<file path="src/rtl/rrs_pkg.sv">
`timescale 1ns/1ps
package rrs_pkg;

   localparam int INSTR_W = 14;
   localparam int FADDR_W = 7;

   localparam logic [5:0]         ROT_R_HI  = 6'b001100;
   localparam logic [5:0]         ROT_L_HI  = 6'b001101;
   localparam logic [INSTR_W-1:0] RET_WORD  = 14'h0008;
   localparam logic [INSTR_W-1:0] SLP_WORD  = 14'h0063;

   typedef enum logic [2:0] {
      OP_NOP,
      OP_RRF,
      OP_RLF,
      OP_RET,
      OP_SLP
   } op_e;

   typedef enum logic [1:0] {
      ST_RUN,
      ST_RET,
      ST_SLEEP
   } ex_state_e;

   typedef struct packed {
      op_e                op;
      logic               dest;
      logic [FADDR_W-1:0] faddr;
   } dec_t;

endpackage

</file>
<file path="src/rtl/rrs_decode.sv">
`timescale 1ns/1ps
module rrs_decode
   import rrs_pkg::*;
(
   input  logic [INSTR_W-1:0] word,
   output dec_t               dec
);

   always_comb begin
      dec.dest  = word[FADDR_W];
      dec.faddr = word[FADDR_W-1:0];
      if (word[INSTR_W-1:8] == ROT_R_HI)      dec.op = OP_RRF;
      else if (word[INSTR_W-1:8] == ROT_L_HI) dec.op = OP_RLF;
      else if (word == RET_WORD)              dec.op = OP_RET;
      else if (word == SLP_WORD)              dec.op = OP_SLP;
      else                                    dec.op = OP_NOP;
   end

endmodule

</file>
<file path="src/rtl/rrs_regfile.sv">
`timescale 1ns/1ps
module rrs_regfile #(
   parameter int DATA_W   = 8,
   parameter int DEPTH    = 128,
   parameter int SEED_MUL = 37,
   parameter int SEED_ADD = 90,
   localparam int AW      = $clog2(DEPTH)
) (
   input  logic              clk,
   input  logic              rst_n,
   input  logic [AW-1:0]     rd_addr,
   output logic [DATA_W-1:0] rd_data,
   input  logic              wr_en,
   input  logic [AW-1:0]     wr_addr,
   input  logic [DATA_W-1:0] wr_data
);

   logic [DATA_W-1:0] cell_vec [DEPTH];

   for (genvar i = 0; i < DEPTH; i++) begin : g_cell
      localparam longint unsigned INIT_V =
         (longint'(i) * SEED_MUL + SEED_ADD) % (longint'(1) << DATA_W);
      logic [DATA_W-1:0] cell_q;
      always_ff @(posedge clk or negedge rst_n) begin
         if (!rst_n)
            cell_q <= DATA_W'(INIT_V);
         else if (wr_en && (wr_addr == AW'(i)))
            cell_q <= wr_data;
      end
      assign cell_vec[i] = cell_q;
   end

   assign rd_data = cell_vec[rd_addr];

endmodule

</file>
<file path="src/rtl/rrs_ret_stack.sv">
`timescale 1ns/1ps
module rrs_ret_stack #(
   parameter int PC_W     = 13,
   parameter int DEPTH    = 8,
   parameter int SEED_MUL = 291,
   parameter int SEED_ADD = 64,
   localparam int SP_W    = $clog2(DEPTH)
) (
   input  logic            clk,
   input  logic            rst_n,
   input  logic            pop,
   output logic [PC_W-1:0] pop_addr
);

   logic [PC_W-1:0] entry_vec [DEPTH];
   logic [SP_W-1:0] sp_q;
   logic [SP_W-1:0] sp_dn;

   for (genvar k = 0; k < DEPTH; k++) begin : g_entry
      localparam longint unsigned INIT_V =
         (longint'(k) * SEED_MUL + SEED_ADD) % (longint'(1) << PC_W);
      assign entry_vec[k] = PC_W'(INIT_V);
   end

   assign sp_dn    = sp_q - SP_W'(1);
   assign pop_addr = entry_vec[sp_dn];

   always_ff @(posedge clk or negedge rst_n) begin
      if (!rst_n)   sp_q <= '0;
      else if (pop) sp_q <= sp_dn;
   end

endmodule

</file>
<file path="src/rtl/rrs_watchdog.sv">
`timescale 1ns/1ps
module rrs_watchdog #(
   parameter int PRE_W = 4,
   parameter int WDT_W = 8
) (
   input  logic             clk,
   input  logic             rst_n,
   input  logic             run,
   input  logic             clear,
   output logic [PRE_W-1:0] pre_q,
   output logic [WDT_W-1:0] cnt_q
);

   always_ff @(posedge clk or negedge rst_n) begin
      if (!rst_n) begin
         pre_q <= '0;
         cnt_q <= '0;
      end else if (clear) begin
         pre_q <= '0;
         cnt_q <= '0;
      end else if (run) begin
         pre_q <= pre_q + PRE_W'(1);
         if (&pre_q) cnt_q <= cnt_q + WDT_W'(1);
      end
   end

endmodule

</file>
<file path="src/rtl/rrs_exec_unit.sv">
`timescale 1ns/1ps
module rrs_exec_unit
   import rrs_pkg::*;
#(
   parameter int DATA_W       = 8,
   parameter int REG_DEPTH    = 128,
   parameter int PC_W         = 13,
   parameter int STACK_DEPTH  = 8,
   parameter int PRE_W        = 4,
   parameter int WDT_W        = 8,
   parameter int RF_SEED_MUL  = 37,
   parameter int RF_SEED_ADD  = 90,
   parameter int STK_SEED_MUL = 291,
   parameter int STK_SEED_ADD = 64
) (
   input  logic               clk,
   input  logic               rst_n,
   input  logic               instr_valid,
   input  logic [INSTR_W-1:0] instr_word,
   input  logic               wake_req,
   output logic               busy,
   output logic               asleep,
   output logic [PC_W-1:0]    pc,
   output logic [DATA_W-1:0]  w_reg,
   output logic               carry,
   output logic               to_flag,
   output logic               pd_flag,
   output logic [WDT_W-1:0]   wdt_count,
   output logic [PRE_W-1:0]   wdt_prescale
);

   localparam int RF_AW = $clog2(REG_DEPTH);
   localparam int SP_W  = $clog2(STACK_DEPTH);

   if (DATA_W < 2) begin : g_bad_data
      $error("DATA_W must be at least 2");
   end
   if (REG_DEPTH > (1 << FADDR_W) || (1 << RF_AW) != REG_DEPTH) begin : g_bad_rf
      $error("REG_DEPTH must be a power of two no larger than the address field");
   end
   if (STACK_DEPTH < 2 || (1 << SP_W) != STACK_DEPTH) begin : g_bad_stk
      $error("STACK_DEPTH must be a power of two of at least 2");
   end
   if (PC_W < 2 || PC_W > 24) begin : g_bad_pc
      $error("PC_W out of range");
   end

   dec_t              dec;
   ex_state_e         state_q;
   logic              accept;
   logic              is_rot;
   logic [RF_AW-1:0]  rf_addr;
   logic [DATA_W-1:0] rf_q;
   logic [DATA_W-1:0] rot_res;
   logic              rot_c;
   logic              rf_we;
   logic              stk_pop;
   logic [PC_W-1:0]   stk_addr;
   logic [PC_W-1:0]   ret_hold_q;
   logic [PC_W-1:0]   pc_q;
   logic [DATA_W-1:0] w_q;
   logic              c_q;
   logic              to_q;
   logic              pd_q;

   rrs_decode u_dec (
      .word (instr_word),
      .dec  (dec)
   );

   if (RF_AW == FADDR_W) begin : g_full_addr
      assign rf_addr = dec.faddr;
   end else begin : g_part_addr
      assign rf_addr = dec.faddr[RF_AW-1:0];
   end

   assign accept  = instr_valid && (state_q == ST_RUN);
   assign is_rot  = (dec.op == OP_RRF) || (dec.op == OP_RLF);
   assign rf_we   = accept && is_rot && dec.dest;
   assign stk_pop = accept && (dec.op == OP_RET);

   always_comb begin
      if (dec.op == OP_RRF) begin
         rot_res = {c_q, rf_q[DATA_W-1:1]};
         rot_c   = rf_q[0];
      end else begin
         rot_res = {rf_q[DATA_W-2:0], c_q};
         rot_c   = rf_q[DATA_W-1];
      end
   end

   rrs_regfile #(
      .DATA_W   (DATA_W),
      .DEPTH    (REG_DEPTH),
      .SEED_MUL (RF_SEED_MUL),
      .SEED_ADD (RF_SEED_ADD)
   ) u_rf (
      .clk     (clk),
      .rst_n   (rst_n),
      .rd_addr (rf_addr),
      .rd_data (rf_q),
      .wr_en   (rf_we),
      .wr_addr (rf_addr),
      .wr_data (rot_res)
   );

   rrs_ret_stack #(
      .PC_W     (PC_W),
      .DEPTH    (STACK_DEPTH),
      .SEED_MUL (STK_SEED_MUL),
      .SEED_ADD (STK_SEED_ADD)
   ) u_stk (
      .clk      (clk),
      .rst_n    (rst_n),
      .pop      (stk_pop),
      .pop_addr (stk_addr)
   );

   rrs_watchdog #(
      .PRE_W (PRE_W),
      .WDT_W (WDT_W)
   ) u_wdt (
      .clk   (clk),
      .rst_n (rst_n),
      .run   (state_q != ST_SLEEP),
      .clear (accept && (dec.op == OP_SLP)),
      .pre_q (wdt_prescale),
      .cnt_q (wdt_count)
   );

   always_ff @(posedge clk or negedge rst_n) begin
      if (!rst_n) begin
         state_q <= ST_RUN;
      end else begin
         unique case (state_q)
            ST_RUN: begin
               if (stk_pop)                            state_q <= ST_RET;
               else if (accept && (dec.op == OP_SLP))  state_q <= ST_SLEEP;
            end
            ST_RET:   state_q <= ST_RUN;
            ST_SLEEP: if (wake_req) state_q <= ST_RUN;
            default:  state_q <= ST_RUN;
         endcase
      end
   end

   always_ff @(posedge clk or negedge rst_n) begin
      if (!rst_n) begin
         pc_q       <= '0;
         ret_hold_q <= '0;
      end else begin
         if (stk_pop)
            ret_hold_q <= stk_addr;
         if (state_q == ST_RET)
            pc_q <= ret_hold_q;
         else if (accept && (dec.op != OP_RET))
            pc_q <= pc_q + PC_W'(1);
      end
   end

   always_ff @(posedge clk or negedge rst_n) begin
      if (!rst_n) begin
         w_q  <= '0;
         c_q  <= 1'b0;
         to_q <= 1'b1;
         pd_q <= 1'b1;
      end else if (accept) begin
         if (is_rot) begin
            c_q <= rot_c;
            if (!dec.dest) w_q <= rot_res;
         end
         if (dec.op == OP_SLP) begin
            to_q <= 1'b1;
            pd_q <= 1'b0;
         end
      end
   end

   assign busy    = (state_q != ST_RUN);
   assign asleep  = (state_q == ST_SLEEP);
   assign pc      = pc_q;
   assign w_reg   = w_q;
   assign carry   = c_q;
   assign to_flag = to_q;
   assign pd_flag = pd_q;

endmodule

</file>
<file path="config.mk">
export PLATFORM = sky130hd
export DESIGN_NAME = rrs_exec_unit
export DESIGN_NICKNAME = d
export VERILOG_FILES = /design/src/rtl/rrs_pkg.sv /design/src/rtl/rrs_decode.sv /design/src/rtl/rrs_regfile.sv /design/src/rtl/rrs_ret_stack.sv /design/src/rtl/rrs_watchdog.sv /design/src/rtl/rrs_exec_unit.sv
export SDC_FILE = /design/constraint.sdc
export NUM_CORES = 2
export LEC_CHECK = 0
export ABC_AREA = 0
export CORE_MARGIN = 2
export CORE_UTILIZATION = 55
export CTS_CLUSTER_SIZE = 28
export DETAILED_ROUTE_END_ITERATION = 12
export GPL_TIMING_DRIVEN = 0
export MAX_ROUTING_LAYER = met4
export PLACE_DENSITY = 0.69
export RECOVER_POWER = 50
export SYNTH_ARGS = -nofsm -noshare
export SYNTH_HDL_FRONTEND = slang
export SYNTH_SLANG_ARGS = --single-unit
</file>
<file path="constraint.sdc">
create_clock -name clk -period 4.15 [get_ports clk]
set_input_delay 0.83 -clock clk [delete_from_list [all_inputs] [get_ports clk]]
set_output_delay 0.83 -clock clk [all_outputs]
set_load 0.01 [all_outputs]
</file>
== Yosys cells after proc, flatten, opt, wreduce, memory -nomap -nowiden ==
Memory sizes are Yosys's and may differ from the RTL's. A register that Yosys moved wholly into a read port is not among the register bits.
Index checks and enable logic that the tools add are counted.

* Bits in read-only memories: 104
* Output and inout port bits: 38
* Flip-flop bits (word level): 1064
* Logic and storage cells: 454
* Input bits: 18
* Memories: 1

* Reduce and logical (&&, ||, !) cells: 148
* Bitwise gates (word level): 3
* Equal/unequal tests: 141
* Magnitude comparators: 1
* Multiplexer cells: 20
* $add $sub $neg: 4

{| class="wikitable"
|+ Memory list
! memory !! depth !! bits a word !! rd ports !! clocked after Yosys merged registers in !! wr ports !! line !! source
|-
| (no name shown) || 8 || 13 || 1 || 1 || 0 || rrs_ret_stack.sv:26 || <nowiki>assign pop_addr = entry_vec[sp_dn];</nowiki>
|}

{| class="wikitable"
|+ Operators by type and width
! kind !! count
|-
| $eq 7x7->1 const B || 64
|-
| $eq 7x6->1 const B || 32
|-
| $logic_and 1x1->1 || 134
|-
| $eq 7x5->1 const B || 16
|-
| $bmux 8 s7 || 1
|-
| $eq 7x4->1 const B || 8
|-
| $mux 8 || 6
|-
| $eq 7x3->1 const B || 4
|-
| $mux 13 || 2
|-
| $eq 14x4->1 const B || 1
|-
| $eq 14x7->1 const B || 1
|-
| $eq 7x2->1 const B || 2
|-
| $add 13x1->13 const B || 1
|-
| $eq 6x4->1 const B || 2
|-
| $mux 3 || 4
|-
| $add 8x1->8 const B || 1
|-
| $ge 8x8->1 const B || 1
|-
| $mux 4 || 2
|-
| $not 7->8 || 1
|-
| $reduce_and 2->1 || 4
|-
| $reduce_bool 2->1 || 4
|-
| $eq 7x1->1 const B || 1
|-
| $logic_not 7->1 || 1
|-
| $eq 3x2->1 const B || 2
|-
| 18 further kinds || 22
|}

== Longest topological paths before layout ==
* Word-level depth: 10
* Depth in mapped cells: 16
* Gate-level depth less buffers: 7

== Hierarchy ==
A second synthesis with hierarchy kept.

* Cell total of the unflattened synthesis: 3052
* Area total of the unflattened synthesis: 50053.0 um^2

{| class="wikitable"
|+ Modules (own cells, without submodules)
! module !! area each (um^2) !! cells an instance !! sequential area each (um^2) !! times used
|-
| rrs_regfile || 47045.1 || 2774 || 26267.7 || 1
|-
| rrs_exec_unit || 1950.6 || 165 || 952.2 || 1
|-
| rrs_watchdog || 588.1 || 56 || 300.3 || 1
|-
| rrs_ret_stack || 301.5 || 34 || 75.1 || 1
|-
| rrs_decode || 167.7 || 23 || 0.0 || 1
|}

== Least setup slack after synthesis ==
Ideal clock, no wire load.

* Path type: input port to flip-flop
* Start point: input instr_word[1]
* End point: register u_rf.g_cell[102].cell_q[6]
* Path buffers: 6
* Path slack: 0.583 ns
* Data required time: 4.009 ns
* Stages: 13
* Setup time: 0.141 ns
* Data arrival time: 3.425 ns
* Cells stage by stage: buf_6 -> buf_6 -> buf_2 -> buf_2 -> mux4_2 -> mux2i_1 -> o22ai_1 -> or4_1 -> o32ai_1 -> or2_1 -> buf_6 -> buf_6 -> a31oi_1

* Longest elaborated chain between the ends: 10
* Elaborated cells on any way between the ends: 18
* Those cells by class: eq/ne (5); mux (8); bitwise (1); reduce/logical (4)

{| class="wikitable"
|+ Ends and longest elaborated chain
! what !! line !! source
|-
| start, declared || rrs_exec_unit.sv:19 || <nowiki>input logic [INSTR_W-1:0] instr_word,</nowiki>
|-
| $eq 14x7->1 || rrs_decode.sv:15 || <nowiki>else if (word == SLP_WORD) dec.op = OP_SLP;</nowiki>
|-
| $mux 3 || rrs_decode.sv:15 ||
|-
| $mux 3 || rrs_decode.sv:14 || <nowiki>else if (word == RET_WORD) dec.op = OP_RET;</nowiki>
|-
| $mux 3 || rrs_decode.sv:13 || <nowiki>else if (word[INSTR_W-1:8] == ROT_L_HI) dec.op = OP_RLF;</nowiki>
|-
| $mux 3 || rrs_decode.sv:12 || <nowiki>if (word[INSTR_W-1:8] == ROT_R_HI) dec.op = OP_RRF;</nowiki>
|-
| $eq 3x1->1 or $eq 3x2->1 (tied branches) || rrs_exec_unit.sv:78, rrs_exec_unit.sv:83 ||
|-
| $logic_or 1x1->1 || rrs_exec_unit.sv:78 || <nowiki>assign is_rot = (dec.op == OP_RRF) || (dec.op == OP_RLF);</nowiki>
|-
| $logic_and 1x1->1 (2 in a row) || rrs_exec_unit.sv:79 || <nowiki>assign rf_we = accept && is_rot && dec.dest;</nowiki>
|-
| $logic_and 1x1->1 || rrs_regfile.sv:27 || <nowiki>else if (wr_en && (wr_addr == AW'(i)))</nowiki>
|-
| end signal, assigned || rrs_regfile.sv:26 || <nowiki>cell_q <= DATA_W'(INIT_V);</nowiki>
|-
| end signal, assigned || rrs_regfile.sv:28 || <nowiki>cell_q <= wr_data;</nowiki>
|-
| end, declared || rrs_regfile.sv:23 || <nowiki>logic [DATA_W-1:0] cell_q;</nowiki>
|}

Parallel ways exist; a longest one is shown, timed or not. The select of a mux whose other input is x is not followed.
A chain may end at the register's enable or synchronous reset.

== Final worst setup path ==
* Start point: input instr_word[6]
* End point: register u_rf.g_cell[112].cell_q[2]

* Longest elaborated chain between the ends: 10
* Elaborated cells on any way between the ends: 18
* Those cells by class: eq/ne (5); mux (8); bitwise (1); reduce/logical (4)

{| class="wikitable"
|+ Ends and longest elaborated chain
! what !! line
|-
| $eq 14x7->1 || rrs_decode.sv:15
|-
| $mux 3 || rrs_decode.sv:15
|-
| $mux 3 || rrs_decode.sv:14
|-
| $mux 3 || rrs_decode.sv:13
|-
| $mux 3 || rrs_decode.sv:12
|-
| $eq 3x1->1 or $eq 3x2->1 (tied branches) || rrs_exec_unit.sv:78, rrs_exec_unit.sv:83
|-
| $logic_or 1x1->1 || rrs_exec_unit.sv:78
|-
| $logic_and 1x1->1 (2 in a row) || rrs_exec_unit.sv:79
|-
| $logic_and 1x1->1 || rrs_regfile.sv:27
|-
| end signal, assigned || rrs_regfile.sv:26
|-
| end signal, assigned || rrs_regfile.sv:28
|-
| end, declared || rrs_regfile.sv:23
|}

Parallel ways exist; a longest one is shown, timed or not. The select of a mux whose other input is x is not followed.

==> qor.yml <==
outcome: "finished with violations"
violations: "capacitance limit, slew limit, setup timing"
grt_setup_unrepaired: "true"
avgSynthCellArea_um2: 10.3
ys_ff_latch: 1075
path_cells: "buf_1 -> inv_1 -> clkbuf_1 -> nor2_2 -> clkbuf_1 -> nand2_1 -> clkbuf_1 -> nand2_1 -> o21ai_0"
yosysSeqAreaShare_pct: 55.8
rr_endpoint: "u_rf.g_cell[28].cell_q[0]$_DFFE_PN0P_"
dieArea_um2: 92200
crit_top_cell: "clkbuf_1"
pwr-share-seq_pct: 46.3
layout_setup_ws_ns: -0.223
num_vias: 41000
synthArstFlopShare_pct: 100
synthCells: 4786
finalSetupViolCount: 249
synth_fp_nets: 4814
clkPwrFrac_pct: 44.8
synthTopCellsByArea: "dfrtp_1 28%, dfstp_2 27%, mux4_2 10%"
clkTransAtPathRegs_ns: 0.06
largest_register_ffs: 1024
syn-cell-area_um2: 49400
maxCapViolations: 2
regMostFlops: "u_rf.g_cell.cell_q"
r2r_cells: 9
clk_path_buf_depth: 3
switching_power_mw: 6.08
grt_max_degree: 188
via_per_inst: 6.55
min_from: "u_rf.g_cell[60].cell_q[3]$_DFFE_PN0P_"
synth_cell_types: 64
cts.sinks: 1075
intPower_mw: 17.0
drc: 0
cp_slowest_cell: "buf_1"
overflow: 0
yosys_warnings: 0
r2r_slack_ns: 0.19
routedWlPerCell_um: 32.4
firstDrtPassIters: 6
hp-class: "flip-flop to flip-flop"
worstMarginPinSlew_ns: 2.30
min_period_ns: 4.37
max_clock_freq_ghz: 0.229
fin_hold_ws_ns: 0.474
wl_um: 202000
port_buffers: 50
root_buffer: "clkbuf_16"
area_growth_pct: 14.1
cts_tree: "yes"
critPathBufInv: 5
dp_slack_ns: -2.41
drtAntennaViolNets: 0
power_mw: 23.1
grt_pass1_wl_um: 287000
drv_slew: 348
top_level_ports: 56
end_kind: "flip-flop"
finalHoldViolCount: 0
whs_path_depth: 2
crit_arrival_ns: 4.96
synth_edf_count: 0
relSlewSlack_pct: -53.7
die_h_um: 304
start_kind: "primary input"
cts_buffers: 111
power_density_nw_per_um2: 410
period_share_pct: 105
r2r_start: "state_q[0]$_DFFE_PN0P_"
skew_ns: 0.0396
yosys.area.top_type: "dfrtp_1"
rows: 109
worstSkewPairLatency_ns: 0.75
start_util_pct: 55.7
instances_no_fill: 6249
antenna_found_initial: 12
first_global_vias: 38700
switching_share_pct: 26.3
grt_usage_pct: 45.4
max_stage_delay_ns: 0.80
drive_gt1_share_pct: 24.6
p_leak_nw: 22.3
crit_type: "primary input to flip-flop"
synth_flop_cell: "dfrtp_1"
dp.cells: 6025
synth_top_area_share_pct: 28.4
worstPathRequired_ns: 4.74
p_comb_share_pct: 8.9
dr.first_iter.drc_count: 6173
fp.coreArea_um2: 88600
crit_family: "buffers and inverters"
irDropWorstVdd_mv: 0.357
worstPathMaxFanout: 10
nNetsFinal: 5002
gp_congestion: 1.06
dp_hpwl_um: 140000
die-width_um: 304
postPlaceCellArea_um2: 51900
design_area_um2: 56400
hold_end: "u_rf.g_cell[60].cell_q[3]$_DFFE_PN0P_"
cts_htree_levels: 3
## tightest hold or removal path, cell delays in order (launching register included)
cell and delay (ns):
dfrtp_1 0.34, nand2_1 0.04, o21ai_0 0.06
## how the worst max path moves through the flow
stage,from,to,depth (start not counted)
floorplan,instr_word[1],u_rf.g_cell[102].cell_q[6]$_DFFE_PN0P_,13
CTS,instr_word[1],u_rf.g_cell[68].cell_q[0]$_DFFE_PN0P_,12
finish,instr_word[6],u_rf.g_cell[112].cell_q[2]$_DFFE_PN0P_,9
global route,instr_word[6],u_rf.g_cell[123].cell_q[1]$_DFFE_PN0P_,9
global placement,rst_n,u_rf.g_cell[82].cell_q[6]$_DFFE_PN0P_,1
detailed placement,instr_word[5],u_rf.g_cell[44].cell_q[3]$_DFFE_PN0P_,11
## cell usage in the layout (no fill, tap or decap), types with 15 or more instances in the layout
cell	Yosys	routed
a21oi_1	156	151
a22oi_1	56	54
a31oi_1	137	136
buf_2	52	18
buf_4	21	41
buf_6	30	43
buf_8	0	15
clkbuf_1	267	212
clkbuf_16	0	112
clkbuf_2	13	70
clkbuf_4	0	25
clkbuf_8	0	27
clkinv_2	0	26
dfrtp_1	560	560
dfstp_2	515	515
dlygate4sd3_1	0	37
mux2i_1	93	84
mux4_2	229	229
nand2_1	982	977
nand3_1	25	24
nor2_1	590	567
nor2_2	0	20
nor2b_1	21	15
nor3_1	23	19
o21ai_0	787	787
## kinds of logic after synthesis
kind of cell / Yosys count / synth area share (%)
mux: 326 / 12.4
xor+xnor: 16 / 0.284
flops: 1075 / 55.8
other cells: 1 / 0.00759
fa+ha+maj: 10 / 0.253
simple gates: 1718 / 13.8
compound gates: 1231 / 13.6
buf+inv: 409 / 3.89
## synthesized netlist by cell type, types with 13 or more instances
cell type    n
nand2_1    982
o21ai_0    787
nor2_1     590
dfrtp_1    560
dfstp_2    515
clkbuf_1   267
mux4_2     229
a21oi_1    156
a31oi_1    137
mux2i_1     93
a22oi_1     56
buf_2       52
buf_6       30
nand3_1     25
nor3_1      23
buf_4       21
nor2b_1     21
nand2b_1    14
a211oi_1    13
clkbuf_2    13
inv_1       13
o21ai_1     13
o22ai_1     13
## cell type report
class / instances / area (µm²)
Tap cell: 1165 / 1460
Timing Repair Buffer: 78 / 995
Antenna cell: 11 / 27.5
Buffer: 392 / 2280
Sequential cell: 1075 / 27500
Clock buffer: 167 / 3280
Multi-Input combinational cell: 3302 / 20300
Inverter: 14 / 52.6
Fill cell: 7236 / 32300
Clock inverter: 45 / 475
## metrics by stage
step / TNS [ns] / util (%)
global placement: - / 57.9
global route: -0.392 / 63.6
floorplan: 0 / -
CTS: 0 / 63.4
finish: -12.85 / 63.6
detailed placement: -1848.85 / 58.6
## power by group through the flow
stage          clock network (mW)  logic, mW  registers (mW)
6_report                     10.4       2.05            10.7
2_1_floorplan                   0      0.775            10.9
4_1_cts                      10.4       1.99            10.7
5_1_grt                      10.8       2.09            10.7
3_5_place_dp                    0       1.92            10.9
3_3_place_gp                    0       1.88            10.9
## what timing repair did
| item | in CTS | in global routing |
|---|---|---|
| hold buffers | 1 | 0 |
| pin swaps | 4 | 2 |
| endpoints found under the hold margin | 29 | 0 |
| setup buffers | 3 | 0 |
| endpoints found under the setup margin | 1074 | 879 |
| gates resized for setup | 196 | 78 |
## metal layers
layer	GRT usage (%)	vias up	part of all wire (%)
li1	-	17100	-
met2	61.1	2751	41
met3	15.7	734	13
met4	27.5	0	7.8
met5	-	-	0
met1	59.0	20400	38
No activity file was read; power rests on OpenSTA's default activity.
